**src/rtl/dbpwm_pkg.sv**
```systemverilog
package dbpwm_pkg;

    typedef enum logic [1:0] {
        MODE_FREE     = 2'd0,
        MODE_SHOT     = 2'd1,
        MODE_UPDN     = 2'd2,
        MODE_UPDN_DBL = 2'd3
    } pwm_mode_e;

    typedef enum logic [1:0] {
        TB_IDLE = 2'd0,
        TB_UP   = 2'd1,
        TB_DOWN = 2'd2
    } tb_state_e;

endpackage

```
**src/rtl/dbpwm_timebase.sv**
```systemverilog
module dbpwm_timebase
    import dbpwm_pkg::*;
#(
    parameter int W = 12
) (
    input  logic         clk,
    input  logic         rst_n,
    input  logic [1:0]   mode_i,
    input  logic [W-1:0] period_i,
    input  logic         run_we_i,
    input  logic         run_val_i,
    output logic [W-1:0] cnt_o,
    output logic         run_o,
    output logic         upd_o
);

    localparam logic [W-1:0] ONE = W'(1);

    tb_state_e    state_q, state_d;
    logic [W-1:0] cnt_q, cnt_d;
    pwm_mode_e    mode;
    logic         edge_mode, at_top, at_zero;

    assign mode      = pwm_mode_e'(mode_i);
    assign edge_mode = (mode == MODE_FREE) || (mode == MODE_SHOT);
    assign at_top    = (cnt_q >= period_i);
    assign at_zero   = (cnt_q == '0);

    // next state and next count
    always_comb begin
        state_d = state_q;
        cnt_d   = cnt_q;
        unique case (state_q)
            TB_IDLE: begin
                cnt_d = '0;
                if (run_we_i && run_val_i) state_d = TB_UP;
            end
            TB_UP: begin
                if (at_top) begin
                    if (mode == MODE_SHOT) begin
                        state_d = TB_IDLE;
                        cnt_d   = '0;
                    end else if (edge_mode || (period_i <= ONE)) begin
                        cnt_d = '0;
                    end else begin
                        state_d = TB_DOWN;
                        cnt_d   = cnt_q - ONE;
                    end
                end else begin
                    cnt_d = cnt_q + ONE;
                end
            end
            TB_DOWN: begin
                if (cnt_q <= ONE) begin
                    state_d = TB_UP;
                    cnt_d   = '0;
                end else begin
                    cnt_d = cnt_q - ONE;
                end
            end
            default: begin
                state_d = TB_IDLE;
                cnt_d   = '0;
            end
        endcase
        if (run_we_i && !run_val_i) begin
            state_d = TB_IDLE;
            cnt_d   = '0;
        end
    end

    // state register
    always_ff @(posedge clk) begin
        if (!rst_n) begin
            state_q <= TB_IDLE;
            cnt_q   <= '0;
        end else begin
            state_q <= state_d;
            cnt_q   <= cnt_d;
        end
    end

    // outputs
    always_comb begin
        upd_o = 1'b0;
        unique case (state_q)
            TB_IDLE: upd_o = 1'b0;
            TB_UP: begin
                if (edge_mode) upd_o = at_top;
                else           upd_o = at_zero || ((mode == MODE_UPDN_DBL) && at_top);
            end
            TB_DOWN: upd_o = 1'b0;
            default: upd_o = 1'b0;
        endcase
    end

    assign run_o = (state_q != TB_IDLE);
    assign cnt_o = cnt_q;

    a_r6_idle_quiet: assert property (@(posedge clk) disable iff (!rst_n)
        (state_q == TB_IDLE) |-> ((cnt_q == '0) && !upd_o));

    a_r10_strobe_pulse: assert property (@(posedge clk) disable iff (!rst_n)
        (upd_o && (period_i >= W'(2))) |=> (!upd_o || (period_i < W'(2))));

    a_r9_shot_end: assert property (@(posedge clk) disable iff (!rst_n)
        ((state_q == TB_UP) && (mode == MODE_SHOT) && at_top && !run_we_i) |=> !run_o);

    a_r11_stop: assert property (@(posedge clk) disable iff (!rst_n)
        (run_we_i && !run_val_i) |=> !run_o);

endmodule

```
**src/rtl/dbpwm_channel.sv**
```systemverilog
module dbpwm_channel #(
    parameter int W = 12
) (
    input  logic         clk,
    input  logic         rst_n,
    input  logic         we_i,
    input  logic [W-1:0] wdata_i,
    input  logic [W-1:0] cnt_i,
    input  logic [W-1:0] period_i,
    input  logic         run_i,
    input  logic         upd_i,
    output logic         pwm_o
);

    logic [W-1:0] stage_q;
    logic [W-1:0] act_q;

    always_ff @(posedge clk) begin
        if (!rst_n) begin
            stage_q <= '0;
            act_q   <= '0;
        end else begin
            if (we_i)           stage_q <= wdata_i;
            if (!run_i || upd_i) act_q  <= stage_q;
        end
    end

    assign pwm_o = run_i && ((act_q > period_i) || (cnt_i < act_q));

    a_r3_zero_off: assert property (@(posedge clk) disable iff (!rst_n)
        (act_q == '0) |-> !pwm_o);

    a_r4_over_on: assert property (@(posedge clk) disable iff (!rst_n)
        (run_i && (act_q > period_i)) |-> pwm_o);

    a_r5_hold_active: assert property (@(posedge clk) disable iff (!rst_n)
        (run_i && !upd_i) |=> $stable(act_q));

    a_r6_idle_load: assert property (@(posedge clk) disable iff (!rst_n)
        !run_i |=> (act_q == $past(stage_q)));

endmodule

```
**src/rtl/dbpwm.sv**
```systemverilog
module dbpwm
    import dbpwm_pkg::*;
#(
    parameter int W   = 12,
    parameter int NCH = 4
) (
    input  logic           clk,
    input  logic           rst_n,
    input  logic [1:0]     mode_i,
    input  logic [W-1:0]   period_i,
    input  logic           run_we_i,
    input  logic           run_val_i,
    input  logic [NCH-1:0] duty_we_i,
    input  logic [W-1:0]   duty_val_i,
    output logic [NCH-1:0] pwm_o,
    output logic           period_evt_o,
    output logic           running_o
);

    logic [W-1:0] cnt;
    logic         run;
    logic         upd;

    dbpwm_timebase #(.W(W)) u_tb (
        .clk      (clk),
        .rst_n    (rst_n),
        .mode_i   (mode_i),
        .period_i (period_i),
        .run_we_i (run_we_i),
        .run_val_i(run_val_i),
        .cnt_o    (cnt),
        .run_o    (run),
        .upd_o    (upd)
    );

    for (genvar c = 0; c < NCH; c++) begin : gen_ch
        dbpwm_channel #(.W(W)) u_ch (
            .clk     (clk),
            .rst_n   (rst_n),
            .we_i    (duty_we_i[c]),
            .wdata_i (duty_val_i),
            .cnt_i   (cnt),
            .period_i(period_i),
            .run_i   (run),
            .upd_i   (upd),
            .pwm_o   (pwm_o[c])
        );
    end

    assign period_evt_o = upd;
    assign running_o    = run;

    a_r1_reset_quiet: assert property (@(posedge clk)
        $past(!rst_n) |-> ((pwm_o == '0) && !period_evt_o && !running_o));

endmodule

```
**config.mk**
```make
export PLATFORM = sky130hd
export DESIGN_NAME = dbpwm
export DESIGN_NICKNAME = d
export VERILOG_FILES = /design/src/rtl/dbpwm_pkg.sv /design/src/rtl/dbpwm_timebase.sv /design/src/rtl/dbpwm_channel.sv /design/src/rtl/dbpwm.sv
export SDC_FILE = /design/constraint.sdc
export NUM_CORES = 1
export LEC_CHECK = 0
export BUFFER_PORTS_ARGS = -buffer_cell sky130_fd_sc_hd__buf_2
export CORE_AREA = 3 3 124 126
export DETAILED_ROUTE_END_ITERATION = 12
export DIE_AREA = 0 0 127 129
export PLACE_DENSITY = 0.75
export SLEW_MARGIN = 20
export SYNTH_ARGS = -nofsm -noshare
export SYNTH_HDL_FRONTEND = slang
export SYNTH_SLANG_ARGS = --single-unit
```
**constraint.sdc**
```tcl
create_clock -name clk -period 2.93 [get_ports clk]
set_input_delay 0.293 -clock clk [delete_from_list [all_inputs] [get_ports clk]]
set_output_delay 0.293 -clock clk [all_outputs]
set_load 0.05 [all_outputs]
```
==> results.cfg <==
[sta]
hold_viol = 0
fin_tns_setup_ns = 0
min_period_over_period_pct = 96.75
fmax_mhz = 352.8
fin_ws_ns = 0.09531
drv_slew = 0
finalSetupViolCount = 0
fin_crit_ns = 2.835
skew_ns = 0.01061
slew_headroom_pct = 52.72
worst_pin_slew_ns = 0.7092
rsz0062_at_grt = false

[cts]
ctsHoldBuffers = 0
cts_resized = 2
htreeDepth = 3
cts_root_buf = clkbuf_16
cts_tree = yes
numCtsBuffers = 9
clock-sinks = 110
ctsLongestPathBuffers = 2
insertion_delay_ns = 0.36
path_clk_slew_ns = 0.08
post-cts-setup-buffers = 0

[finish]
nets = 961
fin_cells = 1004
n_antenna_cell = 0
regArea_sq_mm = 0.002207
fill_cells = 1313
drive_above_1_share_pct = 10.00
multi_input_area_sq_mm = 0.004522
fin_util_pct = 54.48
areaGrowthSynthToFinish_pct = 10.21

[pwr]
comb_power_share_pct = 18.2
power.density_mw_per_mm2 = 443.1
clkPwrFrac_pct = 34.9
p_leak_nw = 3.585
internal-power_mw = 2.465
p_sw_mw = 1.016
ir_drop_mv = 0.3267
seqPwrFrac_pct = 46.9
switching_share_pct = 29.20

[worst_setup_path]
worst-setup-path-type = register to primary output
crit_required_ns = 2.64
startpoint_type = register
arrival_ns = 2.54
cp_max_fo = 7
cp-end-kind = primary output

[detailed_routing]
drt_iter0_markers = 303
vias = 5554
remaining_drc_errors = 0
routedWlPerCell_microns = 16.96
via_per_inst = 5.532
dr.pass1.iters = 5
routed_wl_mm = 17.03
drt.antenna.violating_nets = 0

[grt]
grt_pass1_vias = 5218
grt-ovfl-total = 0
antenna_found_initial = 1
grt_pass1_wl_mm = 27.51
gr-usage-all-layers_pct = 21.37
grt_max_degree = 97

[placed_design]
gp_congestion = 0.9122
dp.cells = 988
numPortBuffers = 39
pre_cts_slack_ns = 0.3336
dp_hpwl_mm = 13.08

[synth]
ys_types = 41
synth_enable_flop_cells = 0
syn-cell-area_sq_mm = 0.007129
synth_nets = 923
yosysSeqAreaShare_pct = 30.89
synth-seq-cells = 110
syn_area_per_cell_sq_um = 9.175
synth_cells = 777
ys.warnings.count = 0
synthFlopType = dfxtp_1
async_flop_share_pct = 0

[min_path]
hold_class = primary input to register

[outcome]
outcome = finished clean

[floorplan]
num_rows = 44
start_util_pct = 49.43
die_h_microns = 129
dieArea_sq_mm = 0.01638
pin_count = 40
die_x_microns = 127
core_area_sq_mm = 0.01442

[run]
cap_violations = 0
-- cells by family after synthesis --
logic type | share of synthesized area (%)
AOI/OAI and AO/OA | 12.41
DFF | 30.89
buffers and inverters | 6.002
adders and majority gates | 19.66
and+or+nand+nor | 17.27
muxes | 13.78
-- sequential cells by signal (all words and copies together) (netlist names) --
signal               cells
u_tb.state_q             2
gen_ch.u_ch.stage_q     48
gen_ch.u_ch.act_q       48
u_tb.cnt_o              12
-- worst max-delay path, stage by stage (launching register included) --
cell and delay [ns]:
dfxtp_1 0.43, ha_1 0.34, nand4_1 0.13, nor4_1 0.46
nand2_1 0.20, a21oi_1 0.19, o21a_1 0.17, buf_2 0.27
-- layer usage --
metal | routed length [microns] | global-route usage (%) | up-vias
met4 | 285 | 6.435 | 2
met2 | 7644 | 33.56 | 120
met3 | 727 | 3.653 | 21
met5 | 13 | 0 | -
met1 | 8361 | 30.19 | 2598
li1 | - | - | 2813
-- per-stage QoR --
step | hold slack, ns | power (mW) | instance area, sq um
2_1_floorplan | 0.4624 | 2.121 | 7129
3_3_place_gp | 0.4898 | 2.282 | 7556
3_5_place_dp | 0.4957 | 2.298 | 7556
4_1_cts | 0.2279 | 3.515 | 7854
5_1_grt | 0.2538 | 3.631 | 7858
6_report | 0.2361 | 3.482 | 7858
-- Yosys cell counts, types with 2 or more instances --
master	n	share of area, %
a211oi_1	9	0.95
a21boi_0	3	0.32
a21o_1	25	2.6
a21oi_1	45	3.2
a221oi_1	5	0.61
a311oi_1	2	0.25
a31oi_1	6	0.53
and3_1	5	0.44
buf_1	5	0.26
buf_2	3	0.21
buf_4	4	0.42
buf_6	5	0.79
clkbuf_1	13	0.68
dfxtp_1	110	31
ha_1	112	20
inv_1	69	3.6
mux2i_1	97	14
nand2_1	23	1.2
nand2b_1	10	0.88
nand3_1	10	0.70
nand4_1	18	1.6
nor2_1	23	1.2
nor2b_1	108	9.5
nor3_1	10	0.70
nor4_1	3	0.26
o211ai_1	9	0.95
o21a_1	2	0.21
o21ai_0	25	1.8
o221ai_1	3	0.37
or3_1	4	0.35
-- cell type report --
cell class	count	area share, %
Inverter	69	3.296
Tap cell	184	2.930
Clock inverter	5	0.6529
Timing Repair Buffer	57	4.395
Multi-Input combinational cell	568	57.55
Sequential cell	110	28.09
Clock buffer	11	3.089
-- final timing paths --
kind,start,to,slack [ns],cells past startpoint
hold / removal,duty_val_i[3],gen_ch[2].u_ch.stage_q[3],0.24,3
setup reg to reg,u_tb.cnt_o[0],gen_ch[0].u_ch.act_q[8],0.32,10
setup / recovery,u_tb.cnt_o[8],period_evt_o,0.1,7
hold reg to reg,u_tb.state_q[0],u_tb.state_q[0],0.51,2
-- power groups by stage --
stage,Sequential [mW],Clock (mW),Combinational [mW]
3_3_place_gp,1.66,0,0.617
4_1_cts,1.63,1.25,0.635
5_1_grt,1.64,1.28,0.704
3_5_place_dp,1.67,0,0.631
6_report,1.63,1.21,0.635
2_1_floorplan,1.64,0,0.480
-- layout by cell type (no fill, tap or decap), drive strengths merged, types with 4 or more instances in the layout --
cell and n:
buf 57, o21ai 26, dfxtp 110, nand2 23, nor2b 108, a31oi 6
nand2b 10, inv 72, a21o 25, o211ai 9, a21oi 45, and3 5
nand3 10, a211oi 9, nor3 10, clkbuf 11, ha 112, mux2i 97
a21boi 4, nor2 23, a221oi 5, nand4 18, or3 5
No activity file was read; power rests on OpenSTA's default activity.
